### src/rtl/adc_port_pkg.sv
package adc_port_pkg;

  // Strobes passed from the control to the datapath
  typedef struct packed {
    logic startPulse;   // start accepted at this edge
    logic captureNow;   // last busy cycle: load the result at this edge
    logic busyNow;      // conversion in progress
  } ctrlStrobesT;

  // Cycle count for a duration in ns at a clock in MHz
  function automatic int nsToCycles(input int ns, input int mhz);
    return (ns * mhz) / 1000;
  endfunction

endpackage

### src/rtl/adc_port_ctrl.sv
module adc_port_ctrl
  import adc_port_pkg::*;
#(
  parameter int CLK_MHZ     = 50,
  parameter int CONV_NS     = 2600,
  parameter int MAX_CONV_NS = 2700
) (
  input  logic        clk,
  input  logic        rstN,
  input  logic        selN,
  input  logic        rdConv,
  input  logic        hiByteSel,
  output ctrlStrobesT strobes,
  output logic        notBusy
);

  localparam int REQ_CYCLES  = nsToCycles(CONV_NS, CLK_MHZ);
  localparam int MAX_CYCLES  = nsToCycles(MAX_CONV_NS, CLK_MHZ);
  localparam int LIM_CYCLES  = (REQ_CYCLES > MAX_CYCLES) ? MAX_CYCLES : REQ_CYCLES;
  localparam int CONV_CYCLES = (LIM_CYCLES < 1) ? 1 : LIM_CYCLES;
  localparam int CNT_W       = $clog2(CONV_CYCLES + 1);
  localparam logic [CNT_W-1:0] CNT_LOAD = CNT_W'(CONV_CYCLES - 1);

  logic             rdPrev;
  logic             converting;
  logic [CNT_W-1:0] cnt;
  logic             fallSeen;
  logic             startHit;
  logic             lastCycle;

  // Falling edge of read/convert between two consecutive clock edges
  assign fallSeen  = rdPrev && !rdConv;
  // Qualified start: idle, selected, high byte not requested
  assign startHit  = fallSeen && !converting && !selN && !hiByteSel;
  assign lastCycle = converting && (cnt == '0);

  always_ff @(posedge clk) begin
    if (!rstN) begin
      rdPrev     <= 1'b0;
      converting <= 1'b0;
      cnt        <= '0;
    end else begin
      rdPrev <= rdConv;
      if (startHit) begin
        converting <= 1'b1;
        cnt        <= CNT_LOAD;
      end else if (converting) begin
        if (cnt == '0) begin
          converting <= 1'b0;
        end else begin
          cnt <= cnt - 1'b1;
        end
      end
    end
  end

  always_comb begin
    strobes            = '0;
    strobes.startPulse = startHit;
    strobes.captureNow = lastCycle;
    strobes.busyNow    = converting;
  end

  assign notBusy = !converting;


  start_on_fall_chk: assert property (@(posedge clk) disable iff (!rstN)
    strobes.startPulse |-> ($past(rdConv) && !rdConv));


  blocked_start_chk: assert property (@(posedge clk) disable iff (!rstN)
    (notBusy && (selN || hiByteSel)) |=> notBusy);


  busy_len_chk: assert property (@(posedge clk) disable iff (!rstN)
    $fell(notBusy) |-> (cnt == CNT_LOAD));


  busy_hold_chk: assert property (@(posedge clk) disable iff (!rstN)
    (!notBusy && cnt != '0) |=> (!notBusy && cnt == $past(cnt) - 1'b1));


  busy_end_chk: assert property (@(posedge clk) disable iff (!rstN)
    $rose(notBusy) |-> ($past(cnt) == '0));

endmodule

### src/rtl/adc_port_datapath.sv
module adc_port_datapath
  import adc_port_pkg::*;
#(
  parameter int DATA_W = 12,
  parameter int BYTE_W = 8
) (
  input  logic              clk,
  input  logic              rstN,
  input  ctrlStrobesT       strobes,
  input  logic [DATA_W-1:0] resultIn,
  input  logic              selN,
  input  logic              rdConv,
  input  logic              hiByteSel,
  input  logic              byteMode,
  output logic [DATA_W-1:0] dataOut,
  output logic              dataEn
);

  localparam int HI_W = DATA_W - BYTE_W;

  logic [DATA_W-1:0] resultQ;
  logic [BYTE_W-1:0] byteLane;
  logic [DATA_W-1:0] steered;

  // Result register: loaded only on the last busy cycle
  always_ff @(posedge clk) begin
    if (!rstN) begin
      resultQ <= '0;
    end else if (strobes.captureNow) begin
      resultQ <= resultIn;
    end
  end

  // Byte steering for the narrow bus
  generate
    if (HI_W > 0) begin : gSplit
      always_comb begin
        if (hiByteSel) begin
          byteLane = BYTE_W'(resultQ[DATA_W-1:BYTE_W]);
        end else begin
          byteLane = resultQ[BYTE_W-1:0];
        end
      end
    end else begin : gNarrow
      assign byteLane = BYTE_W'(resultQ);
    end
  endgenerate

  always_comb begin
    steered = '0;
    if (byteMode) begin
      steered[BYTE_W-1:0] = byteLane;
    end else begin
      steered = resultQ;
    end
  end

  // Bus gate: read high, not busy, selected; held off in reset
  assign dataEn  = rstN && rdConv && !strobes.busyNow && !selN;
  assign dataOut = dataEn ? steered : '0;


  hiz_while_busy_chk: assert property (@(posedge clk) disable iff (!rstN)
    strobes.busyNow |-> !dataEn);


  idle_zero_chk: assert property (@(posedge clk) disable iff (!rstN)
    !dataEn |-> (dataOut == '0));


  byte_upper_zero_chk: assert property (@(posedge clk) disable iff (!rstN)
    (dataEn && byteMode) |-> (dataOut[DATA_W-1:BYTE_W] == '0));


  result_hold_chk: assert property (@(posedge clk) disable iff (!rstN)
    !strobes.captureNow |=> $stable(resultQ));


  capture_chk: assert property (@(posedge clk) disable iff (!rstN)
    strobes.captureNow |=> (resultQ == $past(resultIn)));

endmodule

### src/rtl/adc_host_port.sv
module adc_host_port
  import adc_port_pkg::*;
#(
  parameter int CLK_MHZ     = 50,
  parameter int CONV_NS     = 2600,
  parameter int MAX_CONV_NS = 2700,
  parameter int DATA_W      = 12,
  parameter int BYTE_W      = 8
) (
  input  logic              clk,
  input  logic              rstN,
  input  logic              selN,
  input  logic              rdConv,
  input  logic              hiByteSel,
  input  logic              byteMode,
  input  logic [DATA_W-1:0] resultIn,
  output logic              notBusy,
  output logic [DATA_W-1:0] dataOut,
  output logic              dataEn
);

  ctrlStrobesT strobes;

  adc_port_ctrl #(
    .CLK_MHZ    (CLK_MHZ),
    .CONV_NS    (CONV_NS),
    .MAX_CONV_NS(MAX_CONV_NS)
  ) uCtrl (
    .clk      (clk),
    .rstN     (rstN),
    .selN     (selN),
    .rdConv   (rdConv),
    .hiByteSel(hiByteSel),
    .strobes  (strobes),
    .notBusy  (notBusy)
  );

  adc_port_datapath #(
    .DATA_W(DATA_W),
    .BYTE_W(BYTE_W)
  ) uData (
    .clk      (clk),
    .rstN     (rstN),
    .strobes  (strobes),
    .resultIn (resultIn),
    .selN     (selN),
    .rdConv   (rdConv),
    .hiByteSel(hiByteSel),
    .byteMode (byteMode),
    .dataOut  (dataOut),
    .dataEn   (dataEn)
  );


  reset_idle_chk: assert property (@(posedge clk)
    !rstN |-> !dataEn);

endmodule

### config.mk
export PLATFORM = sky130hd
export DESIGN_NAME = adc_host_port
export DESIGN_NICKNAME = d
export VERILOG_FILES = /design/src/rtl/adc_port_pkg.sv /design/src/rtl/adc_port_ctrl.sv /design/src/rtl/adc_port_datapath.sv /design/src/rtl/adc_host_port.sv
export SDC_FILE = /design/constraint.sdc
export NUM_CORES = 1
export LEC_CHECK = 0
export CAP_MARGIN = 0
export CORE_MARGIN = 3
export CORE_UTILIZATION = 50
export DETAILED_ROUTE_END_ITERATION = 16
export PLACE_DENSITY = 0.88
export SLEW_MARGIN = 20
export SYNTH_ARGS = -nofsm -noshare
export SYNTH_HDL_FRONTEND = slang
export SYNTH_SLANG_ARGS = --single-unit
### constraint.sdc
create_clock -name clk -period 4.5 [get_ports clk]
set_clock_uncertainty 0.2 [all_clocks]
set_input_delay 0.45 -clock clk [delete_from_list [all_inputs] [get_ports clk]]
set_output_delay 0.45 -clock clk [all_outputs]
set_load 0.05 [all_outputs]
==> flow_summary.ini, run 1 <==
[status]
status = finished, final reports clean

[timing]
setup_tns_ps = 0
slew_viol_final = 0
clock.fmax_mhz = 291
finalCritPeriodShare_pct = 76.5
setup_violations = 0
max_slew_margin_pct = 66.6
rsz0062_at_grt = no
fin_crit_ps = 3440
hold_viol = 0
max_slew.worst_pin.slew_ps = 499

[clock_tree]
cts_tree = built
clock-sinks = 22
cts_buffers = 3
clockBufferDepth = 2
path_clk_slew_ps = 110
cts_max_level = 1
cts.repair.resized = 0
post_cts_buffers = 0
clock_latency_ps = 300
clockRootBuffer = clkbuf_4
holdBufCountCts = 0

[grt]
grt_max_degree = 18
grt_first_pass_wirelength_um = 4150
antenna_found_initial = 0
track_usage_pct = 20.1
grt_overflow = 0
grt_pass1_vias = 963

[power_and_ir_drop]
p_per_area_nw_per_um2 = 216
vdd_drop_max_uv = 150
p_leak_nw = 0.512

[setup_path]
setup.worst_path.start_class = input pin
timing.rr.start = uCtrl.cnt[0]$_SDFFE_PN0P_
ff2ff_path_depth = 6
cp_max_fo = 17
critical-path-top-delay-family = buffers and inverters
critPathKind = input pin to output port
reg2reg_to = uData.resultQ[11]$_SDFFE_PN0P_
regToRegSetupSlack_ps = 2560
crit_path_top_delay_cell = clkdlybuf4s50_1
end_kind = output port
path_buf_inv = 2
crit_chain = clkdlybuf4s50_1, and2_1, nand2_1, a21oi_1, and2_1, clkdlybuf4s50_1
worstPathArrival_ps = 2790
critPathMaxStageDelay_ps = 790
critPathRequiredTime_ps = 3850

[route]
routedWlPerCell_um = 13.0
vias = 1023
drt-pass1-iter-count = 4
drt-initial-drc-count = 22
route.met2.wl_um = 1280
drcViolationCount = 0
drt-met1-wl_um = 1030
vias_per_cell = 5.33
wl_met3_um = 136
ant_nets = 0
drt_wl_total_um = 2490
dr.max_layer_used = met4

[synthesis]
synth_top_family_by_area = simple AND/OR/NAND/NOR gates
synthMuxAreaShare_pct = 1.75
syn_inst = 135
syn_area_um2 = 1140
ys_ff_latch = 22
netlist-cell-type-count = 33
synth_area_per_cell_um2 = 8.48
synth-simple-area-share_pct = 30.3
synthesis.nets = 155
synthAdderAreaFrac_pct = 2.19
yosys.area_share.xor_xnor_pct = 0.765
ys_seq_area_share_pct = 38.5
yosys_warnings = 0
synth-compound-area-share_pct = 22.4

[die]
die_area_um2 = 2900
ios = 32
die_height_um = 53.9
rows = 16
initial_core_util_pct = 55.5
core_um2 = 2060
dieWidth_um = 53.9

[cells_and_area]
n_fill_cell = 160
final_cell_mix = 33 x nand2_1, 31 x clkdlybuf4s50_1, 22 x dfxtp_1
final_util_pct = 72.1
regArea_um2 = 440
layout.nets = 187
drive_gt1_share_pct = 11.5
diodes = 0
multi_input_area_um2 = 657
final_common_cell = nand2_1
area_growth_pct = 29.8

[min_path]
hold_class = flip-flop to flip-flop
hold_path_depth = 2
whs_endpoint = uData.resultQ[5]$_SDFFE_PN0P_
hold_start = uData.resultQ[5]$_SDFFE_PN0P_

[place]
gp_congestion = 0.812
portBuffers = 31
dp_hpwl_um = 1950

[job]
cap_violations = 0
[registers in the layout, indices dropped and copies added (netlist names)]
signal / flops
uData.resultQ: 12
uCtrl.cnt: 8
uCtrl.converting: 1
uCtrl.rdPrev: 1
[metal layers]
layer,vias to the layer above,GRT usage [%]
li1,522,-
met1,469,22.7
met2,28,35.1
met3,4,3.88
met4,0,11.1
met5,-,0
[where the power goes]
part | switching, W | internal (W)
combinational | 0.0000156 | 0.0000206
clock | 0.0000563 | 0.0000312
sequential | 0.00000154 | 0.000197
total | 0.0000734 | 0.000248
[through the flow]
| stage | area, µm² | setup slack, ps | total power, W | hold WS (ps) | std cells |
|---|---|---|---|---|---|
| finish | 1490 | 1060 | 0.000322 | 269 | 192 |
| global route | 1490 | 877 | 0.000338 | 290 | 192 |
| CTS | 1490 | 1050 | 0.000326 | 274 | 192 |
| detailed placement | 1460 | 1040 | 0.000239 | 258 | 189 |
| global placement | 1460 | 1130 | 0.000238 | 245 | 189 |
| floorplan | 1140 | 2370 | 0.000218 | 235 | 135 |
[logic make-up after synthesis]
kind of cell,after synthesis
AND/OR/NAND/NOR,66
AO/OA/AOI/OAI,32
flip-flops,22
buffers and inverters,10
multiplexers,2
adder cells (fa/ha/maj),2
XOR/XNOR,1
[cells in the mapped netlist, drive strengths merged]
cell type,instances,area (µm²)
a21o,1,8.76
buf,3,21.3
nor2,8,30.0
a311oi,1,8.76
nor3b,2,26.3
a31oi,1,6.26
and3,1,11.3
nand4bb,1,11.3
nor4,1,21.3
nand3,6,30.0
o41ai,1,8.76
a21boi,15,150
a41oi,1,8.76
nor2b,1,6.26
nand4,1,6.26
nand2,34,130
and2,9,56.3
xnor2,1,8.76
nor3,1,10.0
inv,6,22.5
clkbuf,1,3.75
dfxtp,22,440
a211oi,1,7.51
ha,2,25.0
a21oi,10,50.1
o31ai,1,7.51
mux2i,2,20.0
nand3b,1,7.51
[layout make-up]
| type | instances | share of cell area [%] |
|---|---|---|
| Tap cell | 27 | 2.27 |
| Clock buffer | 3 | 1.52 |
| Timing Repair Buffer | 31 | 20.9 |
| Inverter | 6 | 1.52 |
| Sequential cell | 22 | 29.6 |
| Multi-Input combinational cell | 103 | 44.2 |
[worst register-to-register path, stage by stage, from the launching register on]
cell and delay (ps):
dfxtp_1 340, inv_1 130, ha_1 190, nor3b_4 310, nand3_1 390, nand2_1 210
a21boi_2 70
[worst max path at each step]
stage	from	to	depth (start not counted)
4_1_cts	rstN	dataOut[6]	6
3_3_place_gp	rstN	dataOut[5]	6
3_5_place_dp	rstN	dataOut[6]	6
6_report	rstN	dataOut[6]	6
2_1_floorplan	selN	dataOut[0]	3
5_1_grt	rstN	dataOut[4]	6
(Power assumes the default switching activity.)
==> run 2: changes to the inputs <==
Settings changed: CORE_UTILIZATION 50 to 42, PLACE_DENSITY 0.88 to 0.79.
Clock period 4.5 ns to 2.8 ns, I/O delays scaled along.
==> run 2 against run 1 <==
  * Largest cell class unchanged
  * Global-route usage is 3.8 points lower
  * Highest routed layer unchanged
  * Critical endpoint is now dataOut[4]
  * Clock-buffer cell count is the same
  * Core utilization shrank 7.4 points
  * Register-to-register slack got worse by 1700 ps
  * Combinational power is 64% higher
  * Clock power rose to 2.8 times the previous value
  * Sequential share of layout area fell by 2.9 points
==> flow_summary.ini, run 2 (synthesized netlist as in run 1, its figures left out) <==
[cells_and_area]
diodes = 0
reg.largest.list = uData.resultQ x12, uCtrl.cnt x8
final_common_cell = nand2_1
final_cell_mix = 33 x nand2_1, 22 x dfxtp_1, 18 x clkdlybuf4s50_1
layout.nets = 188
drive_gt1_share_pct = 20.4
largest_register_ffs = 12
top_register = uData.resultQ
area_growth_pct = 43.7
stdcell_area_um2 = 1650

[place]
portBuffers = 31
dp_hpwl_um = 2070
gp_congestion = 0.852
place_area_um2 = 1590
dpl_worst_slack_ps = 649

[route]
routedWlPerCell_um = 13.1
drcViolationCount = 0
vias_per_cell = 5.32
ant_nets = 0
vias = 1049
drt_wl_total_um = 2570
drt-initial-drc-count = 12
drt-pass1-iter-count = 4

[grt]
grt_overflow = 0
grt_max_degree = 17
grt_first_pass_wirelength_um = 4350
track_usage_pct = 16.3
grt_pass1_vias = 1035
antenna_found_initial = 0

[timing]
slew_viol_final = 0
clock.fmax_mhz = 448
rsz0062_at_grt = no
setup_violations = 0
max_slew.worst_pin.slew_ps = 492
hold_viol = 0
fin_crit_ps = 2230
max_slew_margin_pct = 67.1
setup_ws_ps = 566
setup_tns_ps = 0
finalCritPeriodShare_pct = 79.8

[setup_path]
path_buf_inv = 1
regToRegSetupSlack_ps = 840
critPathMaxStageDelay_ps = 440
worstPathArrival_ps = 1750
critPathCapture = dataOut[4]
crit_path_top_delay_cell = dfxtp_1
timing.rr.start = uCtrl.cnt[0]$_SDFFE_PN0P_
reg2reg_to = uData.resultQ[11]$_SDFFE_PN0P_
cp_max_fo = 10
cp-startpoint = uCtrl.converting$_SDFF_PN0_
critPathKind = flip-flop to output port
path_depth = 5
setup.worst_path.start_class = flip-flop
end_kind = output port
critPathRequiredTime_ps = 2320
crit_chain = nor2_1, nand2_1, a21oi_1, and2_1, buf_12
critical-path-top-delay-family = simple AND/OR/NAND/NOR gates
ff2ff_path_depth = 6

[clock_tree]
holdBufCountCts = 0
post_cts_buffers = 0
clock-sinks = 22
cts_buffers = 3
cts_max_level = 1
clock_latency_ps = 310
cts.repair.resized = 0
clockBufferDepth = 2
cts_tree = built
clockRootBuffer = clkbuf_4
path_clk_slew_ps = 130

[power_and_ir_drop]
vdd_drop_max_uv = 259
p_leak_nw = 0.589
p_per_area_nw_per_um2 = 377

[die]
ios = 32
die_height_um = 58.2
initial_core_util_pct = 45.0
rows = 18
die_area_um2 = 3390
core_um2 = 2540
dieWidth_um = 58.2

[job]
cap_violations = 0

[status]
status = finished, final reports clean

[min_path]
hold_class = flip-flop to flip-flop
[run 2: changes by cell type in the layout (fill, tap and decap cells not counted)]
cell             delta
clkdlybuf4s50_1    -13
buf_12             +12
buf_4               +2
bufinv_16           +1
[run 2: how the worst min path moves through the flow]
stage | start | cells after the start | to
after floorplan | resultIn[5] | 2 | uData.resultQ[5]$_SDFFE_PN0P_
after global placement | uData.resultQ[6]$_SDFFE_PN0P_ | 2 | uData.resultQ[6]$_SDFFE_PN0P_
after detailed placement | uData.resultQ[2]$_SDFFE_PN0P_ | 2 | uData.resultQ[2]$_SDFFE_PN0P_
after CTS | uData.resultQ[2]$_SDFFE_PN0P_ | 2 | uData.resultQ[2]$_SDFFE_PN0P_
after global routing | uData.resultQ[5]$_SDFFE_PN0P_ | 2 | uData.resultQ[5]$_SDFFE_PN0P_
final | uData.resultQ[2]$_SDFFE_PN0P_ | 2 | uData.resultQ[2]$_SDFFE_PN0P_
[run 2: worst reg2reg max path, delay by kind of cell, from the launching register on]
kind	cells	cell delay [ps]
simple gates	3	950
buf+inv	1	120
compound gates	1	60
flops	1	340
fa+ha+maj	1	190
[run 2: per-layer routing]
layer	global-route usage, %	vias to the layer above	wire length (µm)
li1	-	528	-
met1	18.6	489	1160
met2	30.3	30	1260
met3	2.45	2	143
met4	5.96	0	8
met5	0	-	0
[run 2: power breakdown]
part	switching [W]	leakage [nW]	internal, W
combinational	0.0000252	0.384	0.0000339
sequential	0.00000247	0.178	0.000316
clock	0.0000975	0.0279	0.000145
total	0.000125	0.589	0.000495
[run 2: metrics by stage]
stage	instances	utilization (%)	power (W)	hold WS (ps)
after floorplan	135	-	0.000350	213
after global placement	193	62.6	0.000383	242
after detailed placement	193	62.6	0.000384	257
after CTS	197	64.7	0.000626	276
after global routing	197	64.7	0.000643	287
final	197	64.7	0.000620	273
[run 2: area by class of cell]
cell class                      instances  area (µm²)
Clock inverter                          1        30.0
Inverter                                6        22.5
Clock buffer                            3        22.5
Timing Repair Buffer                   32         435
Sequential cell                        22         440
Tap cell                               30        37.5
Multi-Input combinational cell        103         657
Fill cell                             221         900
